<file path="src/rtl/idle_ins_pkg.sv">
package idle_ins_pkg;

   typedef enum logic [1:0] {
      SEL_NONE = 2'd0,
      SEL_CODE = 2'd1,
      SEL_MASK = 2'd2
   } reg_sel_e;

   function automatic int unsigned idx_width(input int unsigned n);
      return (n > 1) ? $clog2(n) : 1;
   endfunction

endpackage

</file>
<file path="src/rtl/idle_cfg_regs.sv">
module idle_cfg_regs
   import idle_ins_pkg::*;
#(
   parameter int unsigned ADDR_W    = 8,
   parameter int unsigned SLOT_BITS = 8,
   parameter int unsigned SLOTS     = 32,
   parameter int unsigned CODE_ADDR = 'h23,
   parameter int unsigned MASK_BASE = 'h24,
   parameter logic [SLOT_BITS-1:0] CODE_RST = '1
) (
   input  logic                 clk,
   input  logic                 rst_n,
   input  logic [ADDR_W-1:0]    addr,
   input  logic [SLOT_BITS-1:0] wdata,
   input  logic                 wr,
   input  logic                 rd,
   output logic [SLOT_BITS-1:0] rdata,
   output logic [SLOTS-1:0]     mask,
   output logic [SLOT_BITS-1:0] code
);

   localparam int unsigned GROUPS = SLOTS / SLOT_BITS;
   localparam int unsigned GRP_W  = idx_width(GROUPS);
   localparam logic [ADDR_W-1:0] CODE_A = ADDR_W'(CODE_ADDR);
   localparam logic [ADDR_W-1:0] MASK_A = ADDR_W'(MASK_BASE);
   localparam logic [ADDR_W-1:0] GRP_N  = ADDR_W'(GROUPS);

   if (SLOTS % SLOT_BITS != 0) begin : g_bad_split
      $error("SLOTS must be a multiple of SLOT_BITS");
   end
   if (CODE_ADDR >= MASK_BASE && CODE_ADDR < MASK_BASE + GROUPS) begin : g_bad_map
      $error("code address overlaps the mask window");
   end
   if (MASK_BASE + GROUPS > (1 << ADDR_W)) begin : g_bad_addr
      $error("mask window does not fit the address width");
   end

   reg_sel_e             sel;
   logic [ADDR_W-1:0]    off;
   logic [GRP_W-1:0]     grp;
   logic [SLOT_BITS-1:0] code_q;
   logic [SLOT_BITS-1:0] grp_rd [GROUPS];

   assign off = addr - MASK_A;
   assign grp = off[GRP_W-1:0];

   always_comb begin
      sel = SEL_NONE;
      if (addr == CODE_A)
         sel = SEL_CODE;
      else if (addr >= MASK_A && off < GRP_N)
         sel = SEL_MASK;
   end

   for (genvar g = 0; g < GROUPS; g++) begin : g_grp
      logic [SLOT_BITS-1:0] q;
      always_ff @(posedge clk) begin
         if (!rst_n)
            q <= '0;
         else if (wr && sel == SEL_MASK && grp == GRP_W'(g))
            q <= wdata;
      end
      assign mask[g*SLOT_BITS +: SLOT_BITS] = q;
      assign grp_rd[g] = q;
   end

   always_ff @(posedge clk) begin
      if (!rst_n)
         code_q <= CODE_RST;
      else if (wr && sel == SEL_CODE)
         code_q <= wdata;
   end
   assign code = code_q;

   always_ff @(posedge clk) begin
      if (!rst_n)
         rdata <= '0;
      else if (rd) begin
         unique case (sel)
            SEL_CODE: rdata <= code_q;
            SEL_MASK: rdata <= grp_rd[grp];
            default:  rdata <= '0;
         endcase
      end
   end

   assert_unmapped_write_R8: assert property (@(posedge clk) disable iff (!rst_n)
      wr && sel == SEL_NONE |=> $stable(mask) && $stable(code));

   assert_code_write_R5: assert property (@(posedge clk) disable iff (!rst_n)
      wr && sel == SEL_CODE |=> code == $past(wdata));

   assert_unmapped_read_R7: assert property (@(posedge clk) disable iff (!rst_n)
      rd && sel == SEL_NONE |=> rdata == '0);

endmodule

</file>
<file path="src/rtl/slot_tracker.sv">
module slot_tracker
   import idle_ins_pkg::*;
#(
   parameter int unsigned SLOTS     = 32,
   parameter int unsigned SLOT_BITS = 8
) (
   input  logic                                clk,
   input  logic                                rst_n,
   input  logic                                bit_en,
   input  logic                                fsync,
   output logic [idx_width(SLOTS)-1:0]         cur_slot,
   output logic [idx_width(SLOT_BITS)-1:0]     cur_bit,
   output logic                                first
);

   localparam int unsigned SLOT_W = idx_width(SLOTS);
   localparam int unsigned BIT_W  = idx_width(SLOT_BITS);
   localparam logic [SLOT_W-1:0] LAST_SLOT = SLOT_W'(SLOTS - 1);
   localparam logic [BIT_W-1:0]  LAST_BIT  = BIT_W'(SLOT_BITS - 1);

   if (SLOTS < 2 || SLOT_BITS < 2) begin : g_bad_size
      $error("frame needs at least two timeslots of at least two bits");
   end

   logic [SLOT_W-1:0] slot_q;
   logic [BIT_W-1:0]  bit_q;

   assign cur_slot = fsync ? '0 : slot_q;
   assign cur_bit  = fsync ? '0 : bit_q;
   assign first    = (cur_bit == '0);

   always_ff @(posedge clk) begin
      if (!rst_n) begin
         slot_q <= '0;
         bit_q  <= '0;
      end else if (bit_en) begin
         if (cur_bit == LAST_BIT) begin
            bit_q  <= '0;
            slot_q <= (cur_slot == LAST_SLOT) ? '0 : cur_slot + 1'b1;
         end else begin
            bit_q  <= cur_bit + 1'b1;
            slot_q <= cur_slot;
         end
      end
   end

   assert_fsync_restart_R3: assert property (@(posedge clk) disable iff (!rst_n)
      bit_en && fsync |=> slot_q == '0 && bit_q == BIT_W'(1));

   assert_frame_wrap_R3: assert property (@(posedge clk) disable iff (!rst_n)
      bit_en && !fsync && slot_q == LAST_SLOT && bit_q == LAST_BIT
      |=> slot_q == '0 && bit_q == '0);

   assert_pos_hold_R10: assert property (@(posedge clk) disable iff (!rst_n)
      !bit_en |=> $stable(slot_q) && $stable(bit_q));

endmodule

</file>
<file path="src/rtl/idle_sub_path.sv">
module idle_sub_path
   import idle_ins_pkg::*;
#(
   parameter int unsigned SLOTS     = 32,
   parameter int unsigned SLOT_BITS = 8
) (
   input  logic                             clk,
   input  logic                             rst_n,
   input  logic                             bit_en,
   input  logic                             din,
   input  logic [idx_width(SLOTS)-1:0]      cur_slot,
   input  logic [idx_width(SLOT_BITS)-1:0]  cur_bit,
   input  logic                             first,
   input  logic [SLOTS-1:0]                 mask,
   input  logic [SLOT_BITS-1:0]             code,
   output logic                             dout
);

   localparam int unsigned BIT_W = idx_width(SLOT_BITS);
   localparam logic [BIT_W-1:0] LAST_BIT = BIT_W'(SLOT_BITS - 1);

   logic                 ins_q;
   logic [SLOT_BITS-1:0] code_q;
   logic                 ins_now;
   logic [SLOT_BITS-1:0] code_now;
   logic [BIT_W-1:0]     sel_idx;

   assign ins_now  = first ? mask[cur_slot] : ins_q;
   assign code_now = first ? code : code_q;
   assign sel_idx  = LAST_BIT - cur_bit;

   always_ff @(posedge clk) begin
      if (!rst_n) begin
         ins_q  <= 1'b0;
         code_q <= '0;
      end else if (bit_en && first) begin
         ins_q  <= mask[cur_slot];
         code_q <= code;
      end
   end

   always_ff @(posedge clk) begin
      if (!rst_n)
         dout <= 1'b0;
      else if (bit_en)
         dout <= ins_now ? code_now[sel_idx] : din;
   end

   assert_pass_through_R1: assert property (@(posedge clk) disable iff (!rst_n)
      bit_en && !ins_now |=> dout == $past(din));

   assert_dout_hold_R10: assert property (@(posedge clk) disable iff (!rst_n)
      !bit_en |=> $stable(dout));

   assert_slot_latch_R6: assert property (@(posedge clk) disable iff (!rst_n)
      bit_en && !first |=> $stable(ins_q) && $stable(code_q));

endmodule

</file>
<file path="src/rtl/e1_idle_inserter.sv">
module e1_idle_inserter
   import idle_ins_pkg::*;
#(
   parameter int unsigned ADDR_W    = 8,
   parameter int unsigned SLOTS     = 32,
   parameter int unsigned SLOT_BITS = 8,
   parameter int unsigned CODE_ADDR = 'h23,
   parameter int unsigned MASK_BASE = 'h24,
   parameter logic [SLOT_BITS-1:0] CODE_RST = '1
) (
   input  logic                 clk,
   input  logic                 rst_n,
   input  logic                 bit_en,
   input  logic                 fsync,
   input  logic                 din,
   output logic                 dout,
   input  logic [ADDR_W-1:0]    reg_addr,
   input  logic [SLOT_BITS-1:0] reg_wdata,
   input  logic                 reg_wr,
   input  logic                 reg_rd,
   output logic [SLOT_BITS-1:0] reg_rdata
);

   localparam int unsigned SLOT_W = idx_width(SLOTS);
   localparam int unsigned BIT_W  = idx_width(SLOT_BITS);

   logic [SLOTS-1:0]     mask;
   logic [SLOT_BITS-1:0] code;
   logic [SLOT_W-1:0]    cur_slot;
   logic [BIT_W-1:0]     cur_bit;
   logic                 first;

   idle_cfg_regs #(
      .ADDR_W(ADDR_W), .SLOT_BITS(SLOT_BITS), .SLOTS(SLOTS),
      .CODE_ADDR(CODE_ADDR), .MASK_BASE(MASK_BASE), .CODE_RST(CODE_RST)
   ) u_regs (
      .clk(clk), .rst_n(rst_n), .addr(reg_addr), .wdata(reg_wdata),
      .wr(reg_wr), .rd(reg_rd), .rdata(reg_rdata), .mask(mask), .code(code)
   );

   slot_tracker #(.SLOTS(SLOTS), .SLOT_BITS(SLOT_BITS)) u_track (
      .clk(clk), .rst_n(rst_n), .bit_en(bit_en), .fsync(fsync),
      .cur_slot(cur_slot), .cur_bit(cur_bit), .first(first)
   );

   idle_sub_path #(.SLOTS(SLOTS), .SLOT_BITS(SLOT_BITS)) u_sub (
      .clk(clk), .rst_n(rst_n), .bit_en(bit_en), .din(din),
      .cur_slot(cur_slot), .cur_bit(cur_bit), .first(first),
      .mask(mask), .code(code), .dout(dout)
   );

endmodule

</file>
<file path="config.mk">
export PLATFORM = sky130hd
export DESIGN_NAME = e1_idle_inserter
export DESIGN_NICKNAME = d
export VERILOG_FILES = /design/src/rtl/idle_ins_pkg.sv /design/src/rtl/idle_cfg_regs.sv /design/src/rtl/slot_tracker.sv /design/src/rtl/idle_sub_path.sv /design/src/rtl/e1_idle_inserter.sv
export SDC_FILE = /design/constraint.sdc
export NUM_CORES = 1
export LEC_CHECK = 0
export ABC_AREA = 1
export BUFFER_PORTS_ARGS = -buffer_cell sky130_fd_sc_hd__buf_4
export CAP_MARGIN = 40
export CORE_MARGIN = 3
export CORE_UTILIZATION = 25
export DETAILED_ROUTE_END_ITERATION = 10
export GPL_TIMING_DRIVEN = 0
export PLACE_DENSITY_LB_ADDON = 0.08
export SYNTH_ARGS = -nofsm -noshare
export SYNTH_HDL_FRONTEND = slang
export SYNTH_SLANG_ARGS = --single-unit
</file>
<file path="constraint.sdc">
create_clock -name clk -period 1.6 [get_ports clk]
set_input_delay 0.16 -clock clk [delete_from_list [all_inputs] [get_ports clk]]
set_output_delay 0.16 -clock clk [all_outputs]
set_load 0.03 [all_outputs]
</file>
# --- After elaboration in Yosys (flattened, before gate mapping) ---
# Cells that the tools add are included.
op_classes:
  n_mux: 18
  multipliers: 0
  shifts: 0
  div: 0
  n_addsub: 4
  bitwise_logic: 1
  n_reduce_logical: 10
  magnitude_cmp: 5
  eq_ne: 8
ops:
  columns: ["operator", "n"]
  rows:
  - ["8-bit two-way mux", 3]
  - ["8-bit binary-select mux with 2-bit select", 1]
  - ["8-bit one-hot mux with 2 select lines", 1]
  - ["5-bit two-way mux", 3]
  - ["8-bit by 6-bit equality test with 1-bit output (second input constant)", 1]
  - ["8-bit by 6-bit >= comparator with 1-bit output (second input constant)", 1]
  - ["1-bit logical AND", 8]
  - ["8-bit by 3-bit less-than comparator with 1-bit output (second input constant)", 1]
  - ["8-bit by 6-bit subtractor with 8-bit output (second input constant)", 1]
  - ["2-bit equality test (second input constant)", 3]
  - ["5-bit by 6-bit less-than comparator with 1-bit output (second input constant)", 1]
  - ["3-bit two-way mux", 2]
  - ["5-bit by 1-bit adder with 5-bit output (second input constant)", 1]
  - ["1-bit binary-select mux with 5-bit select", 1]
  - ["5-bit equality test (second input constant)", 1]
  - ["2-bit by 1-bit equality test with 1-bit output (second input constant)", 2]
  - ["3-bit by 4-bit less-than comparator with 1-bit output (second input constant)", 1]
  - ["1-bit two-way mux", 4]
  - ["2-bit two-way mux", 2]
  - ["3-bit by 1-bit adder with 3-bit output (second input constant)", 1]
  - ["1-bit binary-select mux with 3-bit select", 1]
  - ["3-bit equality test (second input constant)", 1]
  - ["3-bit >= comparator (second input constant)", 1]
  - ["3-bit logical NOT", 1]
  - ["3 further kinds", 3]
totals:
  mem_count: 0
  latchBits: 0
  register_bits: 66
  mem_bits_ro: 0
  ramBits: 0
  elab_cells: 57

# --- Longest topological paths before layout ---
depth:
  ltp_word: 8
  depth_mapped: 15
  mapped_depth_nobuf: 14

# --- By module ---
# Synthesis repeated with hierarchy kept, for this count alone.
unflattened:
  hier_cells: 636
  area_unflattened_um2: 3827.4
by_module_without_submodules:
  columns: ["mod", "area_each_um2", "cells_per_inst", "instances", "seq_area_each_um2"]
  rows:
  - ["idle_cfg_regs", 2439.8, 403, 1, 960.9]
  - ["idle_sub_path", 909.6, 162, 1, 200.2]
  - ["slot_tracker", 478.0, 71, 1, 160.2]

# --- Worst setup path before layout ---
# OpenSTA, ideal clock, no wires.
synth_timing:
  kind: "input to register"
  startpoint: "input fsync"
  endpoint: "register u_sub.dout"
  setup_time_ps: 131
  path_stages: 14
  t_arrival_ps: 1497
  required_ps: 1469
  slack_ps: -28
  cell_sequence: "inv_2 -> buf_4 -> nand2_1 -> ha_1 -> nand2_2 -> or2_2 -> nand2_1 -> nand3_1 -> nand3_1 -> nand2_1 -> inv_1 -> nand3_2 -> nand3_2 -> a21oi_2"
synth_between:
  elab_chain_len: 6
  word_cells_on_any_way: 11
  cone_classes: "1 x add/sub; 9 x mux; 1 x reduce/logical"
synth_rtl:
  columns: ["item", "line", "text"]
  rows:
  - ["from (decl)", "e1_idle_inserter.sv:14", "input logic fsync,"]
  - ["branches (longest 5 deep; another with 3-bit subtractor)", null, null]
  - ["1-bit two-way mux (*)", "idle_sub_path.sv:46", "dout <= ins_now ? code_now[sel_idx] : din;"]
  - ["to (signal assigned)", "idle_sub_path.sv:46", null]
  - ["to (decl)", "idle_sub_path.sv:16", "output logic dout"]
# Mark *: on every way between the ends. The select of a mux whose other input is x is not followed.
# A chain may end at the register's enable or synchronous reset.

# --- Final worst setup path ---
layout_timing:
  startpoint: "register u_track.slot_q[1]"
  endpoint: "register u_track.slot_q[4]"
layout_between:
  elab_chain_len: 4
  word_cells_on_any_way: 5
  cone_classes: "1 x add/sub; 1 x eq/ne; 3 x mux"
layout_rtl:
  columns: ["item", "line", "text"]
  rows:
  - ["from (decl)", "slot_tracker.sv:25", "logic [SLOT_W-1:0] slot_q;"]
  - ["from (signal assigned)", "slot_tracker.sv:39", "slot_q <= (cur_slot == LAST_SLOT) ? '0 : cur_slot + 1'b1;"]
  - ["from (signal assigned)", "slot_tracker.sv:42", "slot_q <= cur_slot;"]
  - ["5-bit two-way mux (*)", "slot_tracker.sv:28", "assign cur_slot = fsync ? '0 : slot_q;"]
  - ["5-bit by 1-bit adder with 5-bit output / 5-bit equality test (equally long branches)", "slot_tracker.sv:39", null]
  - ["5-bit two-way mux (*)", "slot_tracker.sv:39", null]
  - ["5-bit two-way mux (*)", "slot_tracker.sv:37", "if (cur_bit == LAST_BIT) begin"]
# Every way passes the cells marked *; elsewhere a longest branch is shown, timed or not.

==> impl_metrics.json <==
{
  "status": "complete, no violations",
  "switching_share_pct": 25.75,
  "ios": 32,
  "drive_gt1_share_pct": 23.80,
  "die_h_um": 123.3,
  "diodes": 0,
  "numCtsBuffers": 9,
  "hold_viol_final": 0,
  "max-cap-violations": 0,
  "cts_tree": "yes",
  "synth_warnings": 0,
  "syn2layout_area_growth_pct": 29.42,
  "worst-r2r-cell-count": 9,
  "required_ps": 1790,
  "vias": 3500,
  "grt_pass1_wl_um": 18860,
  "drt_iter0_drc": 213,
  "power.share.combinational_pct": 11.2,
  "placed_area_mm2": 0.003891,
  "period_share_pct": 95.94,
  "die-area_mm2": 0.01521,
  "slew_headroom_pct": 57.00,
  "slowest_stage": "dfxtp_4",
  "hold_depth": 3,
  "drc": 0,
  "fin_util_pct": 33.36,
  "p_switching_mw": 1.025,
  "synth_cell_types": 32,
  "htreeDepth": 3,
  "antenna_left": 0,
  "synth_area_mm2": 0.003441,
  "hold_buffers": 0,
  "wl_per_cell_um": 16.70,
  "synth.avg_cell_area_um2": 7.124,
  "finClkSkew_ps": 4.613,
  "grt_pass1_vias": 3360,
  "syn-num-nets": 511,
  "setup_viol": 0,
  "cts.sinks": 66,
  "clockBufferDepth": 2,
  "final_area_mm2": 0.004453,
  "powerDensity_mw_per_mm2": 893.8,
  "drv_slew": 0,
  "final_cells": 718,
  "initial_utilization_pct": 25.78,
  "grt.total_usage_pct": 16.51,
  "dp.cells": 688,
  "antenna_found_initial": 0,
  "pwr-share-clk_pct": 46.0,
  "gp_congestion": 0.8268,
  "die_x_um": 123.3,
  "rows": 42,
  "period_needed_ps": 1535,
  "cp-end-kind": "register",
  "fillCellCount": 1480,
  "tightestPinTransition_ps": 644.9,
  "via_per_inst": 4.875,
  "yosysSeqAreaShare_pct": 38.40,
  "leakagePower_nw": 1.785,
  "crit_path_start_kind": "register",
  "drtPass1Iterations": 5,
  "clock_latency_ps": 330,
  "critPathMostFrequentCell": "nand2_1",
  "p_seq_share_pct": 42.7,
  "io_buffers": 29,
  "final_nets": 566,
  "cp_data_arrival_time_ps": 1730,
  "cp_max_fo": 5,
  "drt-total-wl_um": 11990,
  "finalPower_mw": 3.980,
  "grt_overflow": 0,
  "netlist_instances": 483,
  "max_stage_delay_ps": 360,
  "grt_max_degree": 11,
  "synth_seq_cells": 66,
  "clk_pin_slew_worst_paths_ps": 60,
  "p_int_mw": 2.955,
  "ir_drop_mv": 0.4507,
  "path_cells": "inv_1 -> nor2_4 -> buf_6 -> ha_2 -> nand2_1 -> nor2_1 -> ha_1 -> nand2_1 -> a21oi_1",
  "dp_hpwl_um": 8838,
  "max_freq_mhz": 651.4,
  "path_class": "reg2reg",
  "hp-class": "in2reg",
  "rsz0062_at_grt": "yes",
  "coreArea_mm2": 0.01335,
  "clock_tree.root_cell": "clkbuf_16"
}
cell type report:
class / instances / area, um^2 / share of cell area (%)
multi-input combinational: 339 / 1922 / 43.16
sequential: 66 / 1329 / 29.84
timing repair buffer: 44 / 346.6 / 7.783
clock buffer: 12 / 256.5 / 5.760
tap: 176 / 220.2 / 4.945
inverter: 56 / 214.0 / 4.805
buffer: 22 / 150.1 / 3.372
clock inverter: 3 / 15.01 / 0.3372
critical path: cells and delay by family (launching register included):
family,cells,cell delay [ps]
adder cells (fa/ha/maj),2,420
AO/OA/AOI/OAI,1,60
flip-flops,1,360
buffers and inverters,2,200
AND/OR/NAND/NOR,4,340
sequential cells by signal, indices dropped and copies added, names as in the netlist:
register,count
u_regs.code,8
u_regs.g_grp.q,32
u_regs.rdata,8
u_sub.code_q,8
u_sub.dout,1
u_sub.ins_q,1
u_track.bit_q,3
u_track.slot_q,5
final timing paths:
path | start | end | slack (ps)
hold / removal | reg_wdata[4] | u_regs.code[4] | 120
hold reg to reg | u_sub.code_q[1] | u_sub.code_q[1] | 450
setup reg to reg | u_track.slot_q[1] | u_track.slot_q[4] | 60
setup / recovery | u_track.slot_q[1] | u_track.slot_q[4] | 60
stage by stage:
step           worst slack [ps]  hold WS [ps]  TNS (ps)
2_1_floorplan             29.29         314.4         0
6_report                  64.89         116.6         0
4_1_cts                  0.8515         104.7         0
3_3_place_gp             -432.6         443.3     -8698
3_5_place_dp             -451.7         446.8     -9811
5_1_grt                  -51.25         123.9    -159.6
cells in the final DEF (no fill, tap or decap), types with 2 or more instances in the layout:
master / Yosys / layout
a22oi_1: 3 / 3
o311ai_0: 2 / 2
clkbuf_1: 7 / 8
buf_2: 9 / 3
nor2_4: 2 / 2
nand2_1: 89 / 82
a21oi_2: 2 / 3
nand3_2: 3 / 16
buf_6: 3 / 5
nand4_1: 2 / 2
o221ai_1: 3 / 3
clkinv_2: 0 / 3
dfxtp_2: 0 / 3
a21oi_1: 47 / 46
clkbuf_8: 0 / 2
dfxtp_1: 66 / 62
o21ai_0: 33 / 28
nor2_2: 0 / 2
o22ai_1: 11 / 11
nand2_4: 4 / 7
buf_4: 2 / 47
nand2_2: 3 / 7
ha_1: 5 / 2
nor4_4: 2 / 2
inv_2: 5 / 7
ha_4: 0 / 2
nand3_1: 99 / 86
a31oi_1: 6 / 6
o211ai_1: 2 / 2
inv_1: 50 / 47
clkbuf_16: 0 / 9
o21ai_1: 0 / 5
nand3b_1: 4 / 4
nor2_1: 13 / 11
metal layers:
| layer | vias up | GRT usage (%) | part of all wire, % |
|---|---|---|---|
| li1 | 1762 | - | - |
| met1 | 1666 | 22.74 | 49 |
| met2 | 62 | 25.96 | 46 |
| met3 | 10 | 3.705 | 3.1 |
| met4 | 0 | 4.637 | 1.6 |
| met5 | - | 0 | 0 |
power groups by stage:
stage	Clock (mW)	Sequential, mW	Combinational, mW
floorplan	0	1.76	0.223
global placement	0	1.74	0.419
detailed placement	0	1.74	0.417
CTS	1.89	1.70	0.433
global route	1.96	1.70	0.492
finish	1.83	1.70	0.447
kinds of logic (layout without fill, tap and decap cells):
kind of cell	count (synthesis)	count (layout)	share of synthesized area (%)
and+or+nand+nor	224	224	32.22
xor gates and xnor gates	1	1	0.2546
buffers and inverters	78	137	9.709
AOI/OAI and AO/OA	109	109	17.60
DFF	66	66	38.40
adders and majority gates	5	5	1.818
Yosys cell counts, drive strengths merged:
cell type  count  area share, %
nand4          2           0.36
o22ai         11            2.0
buf           15            2.8
o311ai         2           0.51
a22oi          3           0.65
ha             5            1.8
clkinv         1           0.11
or2            2           0.36
nor3           1           0.47
xor2           1           0.25
o211ai         2           0.44
inv           55            6.0
o221ai         3           0.76
nor4           2            1.2
nand3b         4           0.87
a21oi         49            7.3
dfxtp         66             38
nor2          15            2.1
a31oi          6            1.1
nand3        102             15
nand2         96             12
clkbuf         7           0.76
o21ai         33            4.8
what timing repair did:
item                                   4_1_cts  5_1_grt
setup buffers                                8        5
endpoints found under the hold margin        0        0
setup endpoints to repair                   15       15
cloned                                       0        2
resized for setup                           11       48
pin swaps                                    4       17
Power figures use the tool's default switching activity.
